$ cat src/rtl/ext_reg_bus.sv
module ext_reg_bus #(
  parameter int DW = 16,
  parameter int AW = 3
) (
  input  logic          clk,
  input  logic          rst_n,
  input  logic          cpu_req,
  input  logic          cpu_we,
  input  logic [AW-1:0] cpu_addr,
  input  logic [DW-1:0] cpu_wdata,
  input  logic          int_wait_en,
  output logic [DW-1:0] cpu_rdata,
  output logic          cpu_ack,
  output logic [AW-1:0] ext_addr,
  output logic          ext_rnw,
  output logic          ext_ds_n,
  output logic          ext_oe,
  output logic [DW-1:0] ext_dout,
  input  logic [DW-1:0] ext_din,
  input  logic          ext_wait
);

  localparam logic [1:0] ST_IDLE  = 2'd0;
  localparam logic [1:0] ST_SETUP = 2'd1;
  localparam logic [1:0] ST_STRB  = 2'd2;
  localparam logic [1:0] ST_HOLD  = 2'd3;

  logic [1:0]    st;
  logic          iws_q;
  logic          rnw_q;
  logic [AW-1:0] addr_q;
  logic [DW-1:0] wdata_q;
  logic [DW-1:0] rdata_q;

  always_ff @(posedge clk or negedge rst_n) begin
    if (!rst_n) begin
      st      <= ST_IDLE;
      iws_q   <= 1'b0;
      rnw_q   <= 1'b1;
      addr_q  <= '0;
      wdata_q <= '0;
      rdata_q <= '0;
    end else begin
      case (st)
        ST_IDLE: if (cpu_req) begin
          st      <= ST_SETUP;
          addr_q  <= cpu_addr;
          rnw_q   <= !cpu_we;
          wdata_q <= cpu_wdata;
          iws_q   <= int_wait_en;
        end
        ST_SETUP: st <= ST_STRB;
        ST_STRB: begin
          if (iws_q) iws_q <= 1'b0;
          else if (!ext_wait) begin
            st <= ST_HOLD;
            if (rnw_q) rdata_q <= ext_din;
          end
        end
        default: begin
          st    <= ST_IDLE;
          rnw_q <= 1'b1;
        end
      endcase
    end
  end

  assign ext_ds_n  = (st != ST_STRB);
  assign ext_rnw   = rnw_q;
  assign ext_oe    = !rnw_q;
  assign ext_addr  = addr_q;
  assign ext_dout  = wdata_q;
  assign cpu_ack   = (st == ST_HOLD);
  assign cpu_rdata = rdata_q;

endmodule

$ cat config.mk
export PLATFORM = sky130hd
export DESIGN_NAME = ext_reg_bus
export DESIGN_NICKNAME = d
export VERILOG_FILES = /design/src/rtl/ext_reg_bus.sv
export SDC_FILE = /design/constraint.sdc
export NUM_CORES = 1
export LEC_CHECK = 0
export BUFFER_PORTS_ARGS = -buffer_cell sky130_fd_sc_hd__buf_2
export CORE_MARGIN = 3
export CORE_UTILIZATION = 41
export CTS_BUF_LIST = sky130_fd_sc_hd__clkbuf_16
export CTS_CLUSTER_DIAMETER = 120
export DETAILED_ROUTE_END_ITERATION = 16
export PLACE_DENSITY = 0.76
export SLEW_MARGIN = 20
export SYNTH_ARGS = -nofsm -noshare
export SYNTH_HDL_FRONTEND = slang
export SYNTH_SLANG_ARGS = --single-unit
$ cat constraint.sdc
create_clock -name clk -period 1.75 [get_ports clk]
set_input_delay 0.35 -clock clk [delete_from_list [all_inputs] [get_ports clk]]
set_output_delay 0.35 -clock clk [all_outputs]
set_load 0.02 [all_outputs]
## Word-level counts from Yosys, hierarchy flattened

Index checks and enable logic that the tools add are counted.

| storage, ports and cells | value |
|---|---|
| input port bits | 41 |
| output and inout port bits | 39 |
| register bits | 39 |

| operators by class | value |
|---|---|
| muxes and demuxes | 8 |
| bitwise gates (word level) | 3 |
| eq/ne operators | 7 |
| reductions and logical operators | 10 |

Operators with widths:

| kind | number |
|---|---|
| $ne A2 B2 Y1 const B | 4 |
| $mux W2 | 3 |
| $pmux W2 S3 | 1 |
| $reduce_and A2 Y1 | 3 |
| $eq A2 B2 Y1 const B | 2 |
| $pmux W1 S2 | 2 |
| $reduce_and A4 Y1 | 1 |
| $not A1 Y1 | 3 |
| $reduce_and A3 Y1 | 1 |
| $eq A2 B1 Y1 const B | 1 |
| $logic_not A1 Y1 | 2 |
| $logic_not A2 Y1 | 1 |
| $mux W1 | 2 |
| $reduce_bool A2 Y1 | 1 |
| $reduce_or A2 Y1 | 1 |

## Depth between registers and ports, before layout

Gate-level depths: netlist (run 1).

| logic depth | value |
|---|---|
| depth after elaboration | 4 |
| depth in mapped cells | 6 |
| mapped depth without buffers | 5 |

## Least setup slack after synthesis (run 1)

Ideal clock, no wire load.

| timing path | value |
|---|---|
| path type | register -> register |
| from | reg st[0] |
| to | reg rdata_q[0] (netlist: cpu_rdata[0]) |
| data arrival time | 1.757 ns |
| setup time | 0.125 ns |
| required time | 1.625 ns |
| clock period less this slack | 1.882 ns |
| cell stages (with the launch flop) | 7 |
| path buffers | 1 |
| setup slack | -0.132 ns |
| path through | dfrtp_1 > inv_1 > ha_1 > inv_2 > nor4_4 > buf_8 > mux2_4 |

| on the way | value |
|---|---|
| cells in the longest elaborated chain, start to end | 2 |

RTL lines:

| what | RTL line | source |
|---|---|---|
| from (decl) | 28 | `logic [1:0] st;` |
| from (signal assigned) | 37 | `st <= ST_IDLE;` |
| from (signal assigned) | 46 | `st <= ST_SETUP;` |
| from (signal assigned) | 52 | `ST_SETUP: st <= ST_STRB;` |
| $eq A2 B2 Y1 | 44 | `case (st)` |
| $reduce_and A4 Y1 (no line) | - |  |
| to (signal assigned) | 57 | `if (rnw_q) rdata_q <= ext_din;` |
| to (decl) | 33 | `logic [DW-1:0] rdata_q;` |

Every way passes these cells.
A chain may end at the register's enable or synchronous reset.

## Worst setup path after layout (run 1)

| timing path | value |
|---|---|
| from | reg st[0] |
| to | reg rdata_q[9] (netlist: cpu_rdata[9]) |

Same word-level chain as after synthesis.

==> qor.txt, run 1 <==
Initial DRT Pass Iterations -> 5
register area share after synthesis -> 60.3%
worst min path class -> in2reg
GRT overflow -> 0
max incr delay on CP -> 0.41 ns
Synth Area in Compound Gates -> 3.01%
largest net degree at the start of global routing -> 25
synth top area cells -> dfrtp_1 (59%), mux2_2 (18%), mux2_4 (9.3%), ha_1 (3.9%), dfstp_2 (1.6%)
Detailed Route WL -> 3.52 mm
post-DP HPWL -> 2.83 mm
Post-Synth Simple-Gate Area -> 2.24%
die area -> 4740 um2
CP bufs+invs -> 3
Mapped Area -> 1620 um2
cell area after layout -> 2310 um2
H-tree Lvls -> 2
Net Switching -> 1.77 mW
Placed Area -> 2110 um2
first-pass GRT wire length -> 5.05 mm
outcome -> finished clean
Die Ht -> 68.9 um
Fmax achieved -> 603 MHz
Slew Viols, Final -> 0
Routed Antenna Nets -> 0
CP max FO -> 16
reg2reg start -> st[0]
Overall Power -> 4.95 mW
vias post-DR -> 1133
num rows -> 22
Setup TNS Final -> 0 ns
Final WS setup -> 0.0911 ns
Peak VDD IR -> 1060 uV
dpl ws -> 0.0923 ns
crit-path leading delay family -> flip-flops
Clk pin slew, worst setup/hold paths -> 0.06 ns
switching fraction of total power -> 35.7%
CTS tree -> built
# DRC -> 0
max-cap violation count -> 0
Max Used Layer -> met4
largest family of logic cells by synthesized area -> multiplexers
Starting Density -> 43.3%
num ports -> 80
gpl congestion -> 0.759
met3 wire length -> 304 um
ANT cells -> 0
#FFs+latches synth -> 39
xor/xnor share of the synthesized area -> 0%
M1 wire length -> 1.29 mm
Reg power frac -> 32.7%
I/O Buffers -> 79
Worst-Skew Late Latency -> 0.28 ns
Pwr Density -> 2140 nW/um2
WP data required -> 1.91 ns
worst-path cell chain -> inv_2, ha_4, inv_2, nor4_4, buf_12, mux2_2
Data arrival, critical path -> 1.82 ns
Crit Path Class -> reg2reg
ratio of cells with drive above 1 in the final layout -> 69.1%
syn_nets -> 147
most used cell, CP -> inv_2
final hold vios -> 0
unrepaired setup endpoints after global routing -> false
Gate power share -> 44.0%
top-area cell type share of the netlist area -> 58.7%
DR WL/cell -> 14.7 um
hold slack -> 0.300 ns
Pleak -> 1.16 nW
synth warn -> 0
mux cell area share after synthesis -> 28.0%
CTS sink cnt -> 39
GRT Util Overall -> 14.8%
Final setup viols -> 0
area leader, netlist -> dfrtp_1
vias in the first global route -> 1105
clock power share -> 23.3%
core area -> 3740 um2
adder-cell share of the synthesized area -> 3.86%
crit path capture type -> flip-flop
area delta synth->final -> 42.8%
initial DRC count -> 28
post-synth cell types -> 18
TritonCTS buffer count -> 5
CP Launch Type -> flip-flop
# fillers -> 315
Hold Path Origin -> cpu_wdata[11]
Period Utilization, post-route -> 94.8%
Longest Clk Path Bufs -> 2
root buf cell -> clkbuf_16
Mapped Avg Cell Area -> 16.0 um2
internal power -> 3.18 mW
antenna violations before repair -> 0
worst clock skew -> 0.00423 ns
Final #Nets -> 236
min Tclk post-route -> 1.66 ns
CP max-delay cell -> dfrtp_1
Detail Route met2 WL -> 1.84 mm
worst setup path startpoint -> st[0]
Die Span X -> 68.9 um
actual transition at the worst max-transition pin -> 0.347 ns
vias per cell -> 4.74
Slew HR -> 76.8%
Syn Inst Count -> 101
[routing by layer]
| metal | track usage (%) | up-vias |
|---|---|---|
| met5 | 0 | - |
| met4 | 8.52 | 0 |
| met3 | 3.73 | 8 |
| met2 | 26.3 | 52 |
| met1 | 15.8 | 540 |
| li1 | - | 533 |
[final timing paths]
path / endpoint / slack (ns) / cells after the start
setup / recovery: cpu_rdata[9] / 0.09 / 6
hold / removal: ext_dout[11] / 0.30 / 2
setup reg to reg: cpu_rdata[9] / 0.09 / 6
hold reg to reg: ext_dout[7] / 0.50 / 1
max in group asynchronous: cpu_rdata[9] / 0.62 / 3
min in group asynchronous: cpu_rdata[11] / 0.51 / 2
[synthesized netlist by cell type (all sizes together)]
cell and n:
inv 6, nor4 1, dfrtp 38, ha 5, dfstp 1, a22o 1
nand2 3, mux2i 1, buf 2, a22oi 2, o21bai 1, o22ai 2
nor2 1, mux2 36, o21ai 1
[sequential cells by signal, indices dropped and copies added (netlist names)]
| signal | cells |
|---|---|
| cpu_rdata | 16 |
| iws_q | 1 |
| ext_dout | 16 |
| ext_addr | 3 |
| st | 2 |
| ext_rnw | 1 |
[cell families (layout without fill, tap and decap cells)]
group	count (synthesis)	after routing
multiplexers	37	37
flip-flops	39	39
buffers and inverters	8	98
AO/OA/AOI/OAI	7	7
AND/OR/NAND/NOR	5	5
adder cells (fa/ha/maj)	5	5
[through the flow]
step / cells / util (%)
2_1_floorplan: 101 / -
3_3_place_gp: 230 / 56.4
3_5_place_dp: 230 / 56.4
4_1_cts: 239 / 61.8
5_1_grt: 239 / 61.8
6_report: 239 / 61.8
[repair_timing]
item | in CTS | in global routing
hold buffers | 1 | 0
hold endpoints to repair | 14 | 0
setup endpoints to repair | 0 | 1
buffers inserted | 0 | 0
gates resized for setup | 0 | 1
[placed cells by master (no fill, tap or decap)]
cell type	instances
clkinvlp_4	1
dlygate4sd3_1	1
nor4_4	1
a22o_1	1
o22ai_1	2
clkbuf_16	5
bufinv_16	2
mux2i_1	1
mux2_2	26
inv_2	2
dfrtp_1	38
buf_2	79
inv_1	4
a22oi_1	2
o21bai_1	1
buf_12	1
nand2_1	3
nor2_1	1
buf_4	3
ha_1	4
ha_4	1
mux2_4	10
o21ai_1	1
dfstp_2	1
[power groups by stage]
stage	registers, mW	logic (mW)	clock network, mW
3_3_place_gp	1.59	2.12	0
2_1_floorplan	2.13	0.945	0
4_1_cts	1.62	2.21	1.18
3_5_place_dp	1.63	2.19	0
6_report	1.62	2.18	1.15
5_1_grt	1.67	2.34	1.21
[layout make-up]
class	count	area (um2)	share of cell area, %
timing repair buffer	84	448	19.4
clock buffer	5	125	5.41
tap	48	60.1	2.60
clock inverter	3	67.6	2.92
inverter	6	22.5	0.973
multi-input combinational	54	613	26.5
sequential	39	977	42.2
Power figures use the tool's default switching activity.
==> run 2, diff against run 1 <==
- CTS_BUF_LIST: sky130_fd_sc_hd__clkbuf_16 -> sky130_fd_sc_hd__clkbuf_4 sky130_fd_sc_hd__clkbuf_8 sky130_fd_sc_hd__clkbuf_16
==> run 2 against run 1 <==
Compared with the run above:
- design area fell by 2.4%
- critical endpoint unchanged
- critical path depth did not move
- utilization fell by 1.5 points
- die area did not move
- wire length fell by 1.7%
- global-route usage fell by 0.17 points
==> qor.txt, run 2 (synthesis results as in run 1) <==
Longest Clk Path Bufs -> 2 (unchanged)
vias post-DR -> 1122 (-0.97%)
internal power -> 2.93 mW (-7.9%)
core area -> 3740 um2 (unchanged)
ratio of cells with drive above 1 in the final layout -> 69.1% (unchanged)
switching fraction of total power -> 37.0% (+1.3 points)
Clk pin slew, worst setup/hold paths -> 0.08 ns (+0.02 ns)
worst hold path cell count -> 2 (unchanged)
reg2reg start -> st[0]
largest net degree at the start of global routing -> 25 (unchanged)
actual transition at the worst max-transition pin -> 0.346 ns (-0.00175 ns)
worst setup path startpoint -> st[0]
CP Launch Type -> flip-flop
Crit Path Class -> reg2reg
Slew HR -> 77.0% (+0.12 points)
Gate power share -> 46.5% (+2.5 points)
most frequent cells in the layout -> buf_2 (79), dfrtp_1 (38), mux2_2 (26), mux2_4 (10), clkbuf_8 (5)
placed instance count -> 230 (unchanged)
Final #Nets -> 236 (unchanged)
Hold Path Origin -> cpu_wdata[11]
WP data required -> 1.92 ns (about the same)
TritonCTS buffer count -> 5 (unchanged)
Reg power frac -> 34.7% (+2.0 points)
clock power share -> 18.8% (-4.5 points)
gpl congestion -> 0.759 (unchanged)
first-pass GRT wire length -> 4.95 mm (-1.9%)
worst clock skew -> 0.00558 ns (+0.00135 ns)
Period Utilization, post-route -> 95.0% (+0.20 points)
hold slack -> 0.288 ns (-0.0117 ns)
Peak VDD IR -> 911 uV (-14%)
Die Ht -> 68.9 um (unchanged)
CTS tree -> built
Data arrival, critical path -> 1.83 ns (about the same)
Max Used Layer -> met4
num rows -> 22 (unchanged)
die area -> 4740 um2 (unchanged)
Detail Route met2 WL -> 1.80 mm (-2.3%)
worst min path class -> in2reg
Pwr Density -> 2060 nW/um2 (-3.6%)
root buf cell -> clkbuf_8
H-tree Lvls -> 2 (unchanged)
RR Endpoint -> cpu_rdata[9]
min Tclk post-route -> 1.66 ns (+0.00358 ns)
Initial DRT Pass Iterations -> 5 (unchanged)
M1 wire length -> 1.28 mm (-1.0%)
CTS sink cnt -> 39 (unchanged)
Slew Viols, Final -> 0 (unchanged)
Final setup viols -> 0 (unchanged)
Starting Density -> 43.3% (unchanged)
most common cell after layout, fill and taps aside -> buf_2
Net Switching -> 1.72 mW (-2.3%)
Worst Hold End -> ext_dout[11]
post-DP HPWL -> 2.83 mm (unchanged)
antenna violations before repair -> 0 (unchanged)
crit path capture type -> flip-flop
# fillers -> 320 (+1.6%)
final hold vios -> 0 (unchanged)
GRT overflow -> 0 (unchanged)
post-CTS setup buffers -> 0 (unchanged)
vias per cell -> 4.69 (-0.97%)
CP max FO -> 16 (unchanged)
Post-Layout Cell Count -> 239 (unchanged)
unrepaired setup endpoints after global routing -> false
met3 wire length -> 313 um (+3.0%)
Detailed Route WL -> 3.46 mm (-1.7%)
outcome -> finished clean
Fmax achieved -> 602 MHz (-0.22%)
ANT cells -> 0 (unchanged)
num ports -> 80 (unchanged)
area delta synth->final -> 39.3%
R2R depth -> 6 (unchanged)
DR WL/cell -> 14.5 um (-1.7%)
max-cap violation count -> 0 (unchanged)
Die Span X -> 68.9 um (unchanged)
R2R setup slack -> 0.09 ns (about the same)
initial DRC count -> 24 (-14%)
# DRC -> 0 (unchanged)
vias in the first global route -> 1097 (-0.72%)
Setup TNS Final -> 0 ns (unchanged)
Worst-Skew Late Latency -> 0.29 ns (about the same)
I/O Buffers -> 79 (unchanged)
Pleak -> 1.14 nW (-2.2%)
Routed Antenna Nets -> 0 (unchanged)
GRT Util Overall -> 14.6% (-0.17 points)
run 2: cell count changes in the layout (fill, tap and decap cells not counted):
cell,previous run,this run
clkbuf_16,5,0
clkbuf_8,0,5
run 2: final cells by class:
type | count | area, um2 | share of cell area, %
sequential | 39 | 977 | 43.3
inverter | 6 | 22.5 | 0.998
tap | 48 | 60.1 | 2.66
timing repair buffer | 84 | 448 | 19.8
multi-input combinational | 54 | 613 | 27.2
clock inverter | 3 | 67.6 | 2.99
clock buffer | 5 | 68.8 | 3.05
run 2: stage by stage:
step	utilization (%)	power [mW]	worst slack, ns	area, um2
6_report	60.3	4.65	0.0876	2260
5_1_grt	60.3	4.93	0.0400	2260
4_1_cts	60.3	4.72	0.0893	2260
3_5_place_dp	56.4	3.82	0.0923	2110
3_3_place_gp	56.4	3.70	0.165	2110
2_1_floorplan	-	3.08	0.00533	1630
run 2: metal layers:
metal	global-route usage (%)	vias up
li1	-	532
met2	26.1	49
met3	3.57	5
met1	15.8	536
met5	0	-
met4	8.03	0
run 2: power by group through the flow:
| stage | Sequential [mW] | Clock, mW | Combinational (mW) |
|---|---|---|---|
| global placement | 1.59 | 0 | 2.12 |
| finish | 1.61 | 0.876 | 2.17 |
| detailed placement | 1.63 | 0 | 2.19 |
| floorplan | 2.13 | 0 | 0.945 |
| global route | 1.67 | 0.937 | 2.32 |
| CTS | 1.62 | 0.901 | 2.20 |
run 2: repair_timing:
action                     CTS  global route
hold buffers                 1             0
hold endpoints to repair    14             0
resized for setup            0             1
setup endpoints to repair    0             1
run 2: critical path: stages, from the launching register on:
cell and delay, ns:
dfrtp_1 0.42, inv_2 0.12, ha_4 0.16, inv_2 0.05, nor4_4 0.25, buf_12 0.20, mux2_2 0.34
run 2: worst max path at each step:
stage,depth (start not counted),to,slack (ns)
CTS,6,cpu_rdata[10],0.09
global route,6,cpu_rdata[13],0.04
global placement,6,cpu_rdata[8],0.16
floorplan,6,cpu_rdata[0],0.005
detailed placement,5,st[1],0.09
finish,6,cpu_rdata[9],0.09
==> run 3, diff against run 2 <==
- CORE_ASPECT_RATIO: unset -> 0.9
==> run 3 against run 2 <==
Compared with the run above:
- the flow now finishes with violations (hold timing)
- critical path depth did not move
- hold slack got worse by 0.29 ns
- first-iteration DRC count rose by 110%
- wire length fell by 0.98%
- non-clock buffer count fell by 2
- flip-flop and latch count stayed put
- combinational power barely moved
- design area shrank 2.4%
- critical endpoint is now cpu_rdata[12]
- largest power group unchanged
==> qor.txt, run 3 (synthesis results as in run 1) <==
Fmax achieved -> 603 MHz (+0.17%)
Post-CTS Hold Fix Bufs -> 0 (-1)
final hold vios -> 4 (+4)
RR Endpoint -> cpu_rdata[12]
die area -> 4740 um2 (about the same)
Peak VDD IR -> 800 uV (-12%)
post-CTS setup buffers -> 0 (unchanged)
TritonCTS buffer count -> 5 (unchanged)
vias per cell -> 4.78 (+1.9%)
H-tree Lvls -> 2 (unchanged)
ANT cells -> 0 (unchanged)
most used cell, CP -> inv_2
post-cts sizing count -> 0 (unchanged)
ratio of cells with drive above 1 in the final layout -> 69.3% (+0.20 points)
CP Launch Type -> flip-flop
initial DRC count -> 51 (+110%)
CTS tree -> built
R2R depth -> 6 (unchanged)
failing checks -> hold timing
min Tclk post-route -> 1.66 ns (-0.00275 ns)
Die Span X -> 72.3 um (+4.9%)
root buf cell -> clkbuf_8
R2R setup slack -> 0.09 ns (about the same)
vias in the first global route -> 1113 (+1.5%)
CP max-delay cell -> dfrtp_1
CP max FO -> 16 (unchanged)
Crit Path Class -> reg2reg
vias post-DR -> 1124 (+0.18%)
max incr delay on CP -> 0.41 ns (about the same)
CTS sink cnt -> 39 (unchanged)
most frequent cells in the layout -> buf_2 (79), dfrtp_1 (38), mux2_2 (26), mux2_4 (10), clkbuf_8 (5)
Clk pin slew, worst setup/hold paths -> 0.08 ns (about the same)
Data arrival, critical path -> 1.82 ns (about the same)
Slew Viols, Final -> 0 (unchanged)
area delta synth->final -> 35.9%
GRT overflow -> 0 (unchanged)
hold slack -> -0.00476 ns (-0.293 ns)
gpl congestion -> 0.853 (+12%)
reg2reg start -> st[0]
Final setup viols -> 0 (unchanged)
worst min path class -> in2async
Die Ht -> 65.6 um (-4.7%)
Setup TNS Final -> 0 ns (unchanged)
num rows -> 21 (-4.5%)
num ports -> 80 (unchanged)
worst clock skew -> 0.00802 ns (+0.00244 ns)
Worst-Skew Late Latency -> 0.29 ns (about the same)
Initial DRT Pass Iterations -> 5 (unchanged)
Pleak -> 1.12 nW (-2.0%)
Detailed Route WL -> 3.42 mm (-0.98%)
Pwr Density -> 1980 nW/um2 (-3.8%)
Final #Nets -> 234 (-0.85%)
# DRC -> 0 (unchanged)
I/O Buffers -> 79 (unchanged)
core area -> 3760 um2 (+0.37%)
GRT Util Overall -> 15.1% (+0.49 points)
DR WL/cell -> 14.6 um (+0.70%)
Overall Power -> 4.37 mW (-6.1%)
Slew HR -> 70.2% (-6.8 points)
crit path capture type -> flip-flop
Final WS setup -> 0.0903 ns (+0.00275 ns)
actual transition at the worst max-transition pin -> 0.447 ns (+0.102 ns)
antenna violations before repair -> 0 (unchanged)
max-cap violation count -> 0 (unchanged)
largest net degree at the start of global routing -> 22 (-12%)
most common cell after layout, fill and taps aside -> buf_2
dpl ws -> 0.0887 ns (-0.00358 ns)
unrepaired setup endpoints after global routing -> false
Period Utilization, post-route -> 94.8% (-0.16 points)
first-pass GRT wire length -> 5.32 mm (+7.4%)
Starting Density -> 43.1% (-0.16 points)
Routed Antenna Nets -> 0 (unchanged)
WP data required -> 1.91 ns (about the same)
worst-path cell chain -> inv_2, ha_4, inv_2, nor4_4, buf_12, mux2_2
outcome -> complete, but fails checks
Longest Clk Path Bufs -> 2 (unchanged)
-- run 3: changes by cell type in the layout (fill, tap and decap cells not counted), sizes merged --
cell         delta
dlygate4sd3     -1
clkinv          +1
buf             -1
clkbuf          +1
bufinv          -2
-- run 3: layout make-up --
type | count | area [um2]
Clock buffer | 6 | 76.3
Clock inverter | 2 | 12.5
Fill cell | 294 | 1560
Inverter | 6 | 22.5
Multi-Input combinational cell | 54 | 613
Sequential cell | 39 | 977
Tap cell | 46 | 57.6
Timing Repair Buffer | 82 | 443
-- run 3: power breakdown --
group	internal, mW	switching (mW)	total (mW)
Clock	0.294	0.299	0.593
Combinational	1.01	1.17	2.18
Sequential	1.36	0.238	1.60
-- run 3: routing by layer --
layer / vias up / routed length, um / GRT usage (%) / part of all wire [%]
met3: 2 / 281 / 5.20 / 8.2
met4: 0 / 23 / 6.34 / 0.67
li1: 523 / - / - / -
met1: 551 / 1450 / 19.3 / 42
met2: 48 / 1670 / 23.4 / 49
met5: - / 0 / 0 / 0
-- run 3: how the worst max path moves through the flow --
stage,start,to,slack [ns],cells past startpoint
final,st[0],cpu_rdata[12],0.09,6
after CTS,st[0],cpu_rdata[12],0.08,6
after detailed placement,st[0],cpu_rdata[12],0.09,6
after floorplan,st[0],cpu_rdata[0],0.005,6
after global placement,st[0],cpu_rdata[13],0.17,6
after global routing,st[0],cpu_rdata[12],0.03,6
-- run 3: critical path, delay by kind of cell (launching register included) --
kind	cells	cell delay (ns)
DFF	1	0.41
buffers and inverters	3	0.38
muxes	1	0.35
and+or+nand+nor	1	0.26
adders and majority gates	1	0.15
-- run 3: stage by stage --
stage          std cells  instance area (um2)  utilization, %
5_1_grt              235                 2200            58.6
3_5_place_dp         227                 2110            56.2
2_1_floorplan        101                 1630               -
4_1_cts              235                 2200            58.6
3_3_place_gp         227                 2110            56.2
6_report             235                 2200            58.6
